==> config.mk <==
export PLATFORM = sky130hd
export DESIGN_NAME = gpio_mode_port
export DESIGN_NICKNAME = d
export VERILOG_FILES = /design/src/rtl/gpio_port_pkg.sv /design/src/rtl/gpio_pin_sync.sv /design/src/rtl/gpio_port_regs.sv /design/src/rtl/gpio_pin_ctrl.sv /design/src/rtl/gpio_mode_port.sv
export SDC_FILE = /design/constraint.sdc
export NUM_CORES = 1
export LEC_CHECK = 0
export BUFFER_PORTS_ARGS = -buffer_cell sky130_fd_sc_hd__buf_2
export CAP_MARGIN = 15
export CELL_PAD_IN_SITES_DETAIL_PLACEMENT = 1
export CELL_PAD_IN_SITES_GLOBAL_PLACEMENT = 1
export CORE_MARGIN = 1.5
export CORE_UTILIZATION = 36
export CTS_CLUSTER_SIZE = 12
export DETAILED_ROUTE_END_ITERATION = 8
export HOLD_SLACK_MARGIN = 0.02
export PLACE_DENSITY = 0.84
export SYNTH_ARGS = -nofsm -noshare
export SYNTH_HDL_FRONTEND = slang
export SYNTH_SLANG_ARGS = --single-unit
==> constraint.sdc <==
create_clock -name clk -period 1.2 [get_ports clk]
set_input_delay 0.24 -clock clk [delete_from_list [all_inputs] [get_ports clk]]
set_output_delay 0.24 -clock clk [all_outputs]
set_load 0.02 [all_outputs]
==> src/rtl/gpio_port_pkg.sv <==
// Package: shared mode encoding for the GPIO port.
// Assumes two mode bits per pin, packed from bit 0 upward in the mode register.
package gpio_port_pkg;
    typedef enum logic [1:0] {
        PM_ALT     = 2'b00,
        PM_OUT     = 2'b01,
        PM_IN_PU   = 2'b10,
        PM_IN_NOPU = 2'b11
    } pin_mode_e;
endpackage

==> src/rtl/gpio_pin_sync.sv <==
// Module: multi-stage synchronizer for the pad inputs.
// Assumes the inputs are asynchronous. It is cleared by power-on reset only.
module gpio_pin_sync #(
    parameter int W      = 7,
    parameter int STAGES = 2
) (
    input  logic         clk,
    input  logic         por_n,
    input  logic [W-1:0] d,
    output logic [W-1:0] q
);
    logic [W-1:0] st [STAGES];

    // First stage samples the raw pad level.
    always_ff @(posedge clk) begin
        if (!por_n) st[0] <= '0;
        else        st[0] <= d;
    end

    for (genvar i = 1; i < STAGES; i++) begin : g_stage
        // Each further stage re-times the stage before it.
        always_ff @(posedge clk) begin
            if (!por_n) st[i] <= '0;
            else        st[i] <= st[i-1];
        end
    end

    assign q = st[STAGES-1];
endmodule

==> src/rtl/gpio_port_regs.sv <==
// Module: data latch and mode register storage.
// Assumes bus_sel=0 addresses the data latches and bus_sel=1 the mode fields.
// Power-on reset initializes both registers. Manual reset blocks writes and changes nothing.
module gpio_port_regs
    import gpio_port_pkg::*;
#(
    parameter int NPINS = 7
) (
    input  logic                 clk,
    input  logic                 por_n,
    input  logic                 mrst_n,
    input  logic                 wr_en,
    input  logic                 sel,
    input  logic [2*NPINS-1:0]   wdata,
    output logic [NPINS-1:0]     data_q,
    output logic [2*NPINS-1:0]   mode_q
);
    localparam logic [2*NPINS-1:0] MODE_RST = {NPINS{PM_IN_PU}};

    logic wr_ok;
    assign wr_ok = wr_en && mrst_n;

    // Data latch: cleared at power-on, loaded by data writes in any mode.
    always_ff @(posedge clk) begin
        if (!por_n)            data_q <= '0;
        else if (wr_ok && !sel) data_q <= wdata[NPINS-1:0];
    end

    // Mode fields: set to input-with-pull-up at power-on, loaded by mode writes.
    always_ff @(posedge clk) begin
        if (!por_n)           mode_q <= MODE_RST;
        else if (wr_ok && sel) mode_q <= wdata;
    end


    mrst_keeps_regs_chk: assert property (@(posedge clk) disable iff (!por_n)
        !mrst_n |=> ($stable(data_q) && $stable(mode_q)));


    data_write_lands_chk: assert property (@(posedge clk) disable iff (!por_n)
        (wr_en && !sel && mrst_n) |=> (data_q == $past(wdata[NPINS-1:0])));
endmodule

==> src/rtl/gpio_pin_ctrl.sv <==
// Module: per-pin pad control and read-source multiplexer.
// Assumes pin_sync is already synchronized. Purely combinational.
module gpio_pin_ctrl
    import gpio_port_pkg::*;
#(
    parameter int NPINS = 7
) (
    input  logic [2*NPINS-1:0] mode_q,
    input  logic [NPINS-1:0]   data_q,
    input  logic [NPINS-1:0]   pin_sync,
    output logic [NPINS-1:0]   pin_oe,
    output logic [NPINS-1:0]   pin_pu,
    output logic [NPINS-1:0]   pin_out,
    output logic [NPINS-1:0]   rd_bits
);
    for (genvar n = 0; n < NPINS; n++) begin : g_pin
        pin_mode_e md;
        assign md = pin_mode_e'(mode_q[2*n +: 2]);

        // Decode the pin's mode into pad controls and the read source.
        always_comb begin
            pin_oe[n]  = 1'b0;
            pin_pu[n]  = 1'b0;
            pin_out[n] = 1'b0;
            rd_bits[n] = data_q[n];
            case (md)
                PM_ALT: ;
                PM_OUT: begin
                    pin_oe[n]  = 1'b1;
                    pin_out[n] = data_q[n];
                end
                PM_IN_PU: begin
                    pin_pu[n]  = 1'b1;
                    rd_bits[n] = pin_sync[n];
                end
                PM_IN_NOPU: rd_bits[n] = pin_sync[n];
                default: ;
            endcase
        end
    end
endmodule

==> src/rtl/gpio_mode_port.sv <==
// Module: top of the seven-pin mode-controlled GPIO port.
// Assumes a single-cycle strobe bus. Read data is registered one cycle after bus_rd.
// Synchronous active-low power-on reset and manual reset.
module gpio_mode_port #(
    parameter int NPINS       = 7,
    parameter int BUS_W       = 16,
    parameter int SYNC_STAGES = 2
) (
    input  logic              clk,
    input  logic              por_n,
    input  logic              mrst_n,
    input  logic              bus_sel,
    input  logic              bus_wr,
    input  logic              bus_rd,
    input  logic [BUS_W-1:0]  bus_wdata,
    output logic [BUS_W-1:0]  bus_rdata,
    input  logic [NPINS-1:0]  pin_in,
    output logic [NPINS-1:0]  pin_out,
    output logic [NPINS-1:0]  pin_oe,
    output logic [NPINS-1:0]  pin_pu
);
    localparam int MODE_W = 2 * NPINS;

    logic [NPINS-1:0]  data_q;
    logic [MODE_W-1:0] mode_q;
    logic [NPINS-1:0]  pin_sync;
    logic [NPINS-1:0]  rd_bits;
    logic [BUS_W-1:0]  rd_next;

    gpio_pin_sync #(.W(NPINS), .STAGES(SYNC_STAGES)) u_sync (
        .clk   (clk),
        .por_n (por_n),
        .d     (pin_in),
        .q     (pin_sync)
    );

    gpio_port_regs #(.NPINS(NPINS)) u_regs (
        .clk    (clk),
        .por_n  (por_n),
        .mrst_n (mrst_n),
        .wr_en  (bus_wr),
        .sel    (bus_sel),
        .wdata  (bus_wdata[MODE_W-1:0]),
        .data_q (data_q),
        .mode_q (mode_q)
    );

    gpio_pin_ctrl #(.NPINS(NPINS)) u_ctrl (
        .mode_q   (mode_q),
        .data_q   (data_q),
        .pin_sync (pin_sync),
        .pin_oe   (pin_oe),
        .pin_pu   (pin_pu),
        .pin_out  (pin_out),
        .rd_bits  (rd_bits)
    );

    // Select the read word and zero-fill the reserved bits.
    always_comb begin
        rd_next = '0;
        if (bus_sel) rd_next[MODE_W-1:0] = mode_q;
        else         rd_next[NPINS-1:0]  = rd_bits;
    end

    // Read register: cleared by either reset, loaded only on a read strobe.
    always_ff @(posedge clk) begin
        if (!por_n || !mrst_n) bus_rdata <= '0;
        else if (bus_rd)       bus_rdata <= rd_next;
    end


    data_rsvd_zero_chk: assert property (@(posedge clk) disable iff (!por_n)
        (bus_rd && !bus_sel) |=> (bus_rdata[BUS_W-1:NPINS] == '0));


    oe_pu_exclusive_chk: assert property (@(posedge clk) disable iff (!por_n)
        (pin_oe & pin_pu) == '0);


    rdata_hold_chk: assert property (@(posedge clk) disable iff (!por_n)
        (!bus_rd && mrst_n) |=> $stable(bus_rdata));


    mrst_clears_rdata_chk: assert property (@(posedge clk) disable iff (!por_n)
        !mrst_n |=> (bus_rdata == '0));

    for (genvar n = 0; n < NPINS; n++) begin : g_chk

        oe_drives_latch_chk: assert property (@(posedge clk) disable iff (!por_n)
            pin_oe[n] |-> (pin_out[n] == data_q[n]));

        out_quiet_chk: assert property (@(posedge clk) disable iff (!por_n)
            !pin_oe[n] |-> !pin_out[n]);
    end
endmodule

==> results_dict.tcl <==
set metrics [dict create \
    cts_sinks 49 \
    grt_util_met2 0.397 \
    wl_um 7020 \
    numCtsBuffers 5 \
    failed_checks "setup timing" \
    seqCellArea_um2 1010 \
    postLayoutCellArea_um2 2980 \
    ir_drop_v 0.000577 \
    ys_warn_count 0 \
    clockRootBuffer "clkbuf_8" \
    cts_tree "built" \
    nNetsFinal 339 \
    fin_util 0.569 \
    clkLatencyLatePin_ns 0.30 \
    status "complete, but fails checks" \
    ioPinCount 66 \
    grt_pass1_vias 2066 \
    synth_mux_area_frac 0.0351 \
    core_area_um2 5240 \
    ys.flop_type "dfxtp_1" \
    grt_first_pass_wirelength_um 10900 \
    max_stage_delay_ns 0.35 \
    place_area_um2 2440 \
    diodes 0 \
    drtAntennaViolNets 0 \
    cellLeakagePower_nw 1.36 \
    die_w_um 77.5 \
    path_cells "nor2b_4, and2_4, buf_6" \
    die_h_um 77.5 \
    rsz0062_at_grt "true" \
    syn_inst 219 \
    cp-end-kind "output port" \
    required_ns 0.96 \
    antenna_found_initial 0 \
    synth.avg_cell_area_um2 9.12 \
    yosysSeqAreaShare 0.491 \
    gp_congestion 0.773 \
    setup_viol 16 \
    synth_compound_area_frac 0.115 \
    skew_ns 0.00654 \
    slew_violations 0 \
    fmax_mhz 739 \
    grt_max_degree 31 \
    synthDistinctLibCells 21 \
    grt_usage 0.237 \
    dr.pass1.iters 4 \
    start_kind "flip-flop" \
    start_util 0.382 \
    synth.area.top_cells "dfxtp_1 49%, nor2b_1 9.1%, and2_1 6.6%" \
    drt_iter0_drc 107 \
    cts_hold_buf 0 \
    fp-row-count 26 \
    power.total_mw 3.22 \
    synth_area_um2 2000 \
    crit_slowest_cell "dfxtp_2" \
    grt_overflow 0 \
    drc 0 \
    synth_xor_area_frac 0 \
    synth_top_area_cell "dfxtp_1" \
    multi_input_area_um2 1030 \
    cpLargestDelayFamily "flip-flops" \
    dieArea_um2 6010 \
    fin_crit_ns 1.35 \
    ys_ff_latch 49 \
    worstPathMaxFanout 2 \
    pre_cts_ws_ns 0.0314 \
    fin_ws_ns -0.153 \
    cts.clk_slew.worst_paths_ns 0.10 \
    synth_top_family_by_area "simple AND/OR/NAND/NOR gates" \
    critPathKind "reg -> out" \
    area_delta_synth_final_pct 49.1 \
    io_buffers 61 \
    max_cap_violations 0 \
    synth_top_cell_area_share 0.491 \
    wl_per_cell_um 18.4 \
    layout.filler_cells 625 \
    final_hold_viol_count 0 \
    min_period_over_period 1.13 \
    met1_usage 0.292 \
    fin_tns_setup_ns -1.33 \
    min_path_type "in -> reg" \
    clk_path_buf_depth 2 \
    yosys.area_share.simple 0.303 \
    grtUsageMet3 0.0541 \
    vias_per_cell 5.07 \
    synth-edff-count 0 \
    top_usage_layer "met2" \
    arrival_ns 1.11 \
    dp_hpwl_um 3930 \
    vias 1930 \
    async_reset_ff_frac 0 \
    path_buf_inv 1 \
    synth_fa_ha_area_frac 0 \
    drive_above_1_share 0.479 \
    htreeDepth 2 \
    power_density_nw_per_um2 1080 \
]
## flip-flops by register name, indices dropped and copies added (netlist names)
signal,cells
u_regs.data_q,7
u_sync.st,14
bus_rdata,14
u_regs.mode_q,14
## worst register-to-register path, stage by stage (launching register included)
cell and delay [ns]:
dfxtp_2 0.36, buf_4 0.16, o211ai_1 0.30, a21oi_1 0.14
## layout by cell type (no fill, tap or decap), types with 5 or more instances in the layout
master    instances
a21oi_1          14
a31oi_1           7
and2_1           14
and2_4            7
buf_2            41
buf_4            32
buf_6            26
clkbuf_8          5
dfxtp_1          35
dfxtp_2           9
dfxtp_4           5
mux2i_1           7
nand2_1          26
nand2b_1         14
nand3_1          15
nor2b_1          15
nor2b_4          13
o211ai_1          7
## area by class of cell
type | instances | area share
sequential | 49 | 0.339
timing repair buffer | 100 | 0.255
clock inverter | 3 | 0.00756
tap | 70 | 0.0294
clock buffer | 5 | 0.0231
multi-input combinational | 154 | 0.346
## cells in the mapped netlist, types with 4 or more instances
master / instances
o211ai_1: 7
nor2b_1: 29
buf_4: 4
nand2b_1: 14
nand3_1: 15
a31oi_1: 7
mux2i_1: 7
dfxtp_1: 49
a21oi_1: 14
and2_1: 21
buf_2: 8
a21boi_0: 4
nand2_1: 26
## repair_timing
action                     CTS  global route
pin swaps                    4             0
resized for setup           65            27
gates cloned                 0             0
buffers inserted            19             3
setup endpoints to repair   21            21
## power by group
part / leakage (nW) / switching [mW] / internal, mW
clock: 0.0364 / 0.588 / 0.410
combinational: 0.924 / 0.252 / 0.237
sequential: 0.403 / 0.0475 / 1.68
total: 1.36 / 0.887 / 2.33
## final timing paths
path                                 startpoint                    endpoint  slack [ns]  cells past startpoint
setup / recovery  u_regs.mode_q[4]$_SDFFE_PN0P_                  pin_out[2]       -0.15                      3
hold / removal                        pin_in[6]  u_sync.st[0][6]$_SDFF_PN0_        0.14                      2
setup reg to reg  u_regs.mode_q[7]$_SDFFE_PN1P_   bus_rdata[3]$_SDFFE_PP0P_        0.13                      3
hold reg to reg      u_sync.st[0][0]$_SDFF_PN0_  u_sync.st[1][0]$_SDFF_PN0_        0.44                      1
## stage by stage
| stage | hold WS [ns] | std cells |
|---|---|---|
| 3_5_place_dp | 0.421 | 351 |
| 4_1_cts | 0.134 | 378 |
| 3_3_place_gp | 0.415 | 351 |
| 5_1_grt | 0.125 | 381 |
| 6_report | 0.138 | 381 |
| 2_1_floorplan | 0.364 | 220 |
## routing by layer
metal	routed length, um	part of all wire
met2	3540	0.50
met1	3030	0.43
met4	122	0.017
met3	324	0.046
met5	0	0
## logic make-up (layout without fill, tap and decap cells)
| group | count (synthesis) | after routing |
|---|---|---|
| and+or+nand+nor | 110 | 110 |
| DFF | 49 | 49 |
| AOI/OAI and AO/OA | 35 | 35 |
| buffers and inverters | 17 | 108 |
| muxes | 7 | 7 |
| other | 1 | 2 |
Power figures use the tool's default switching activity.
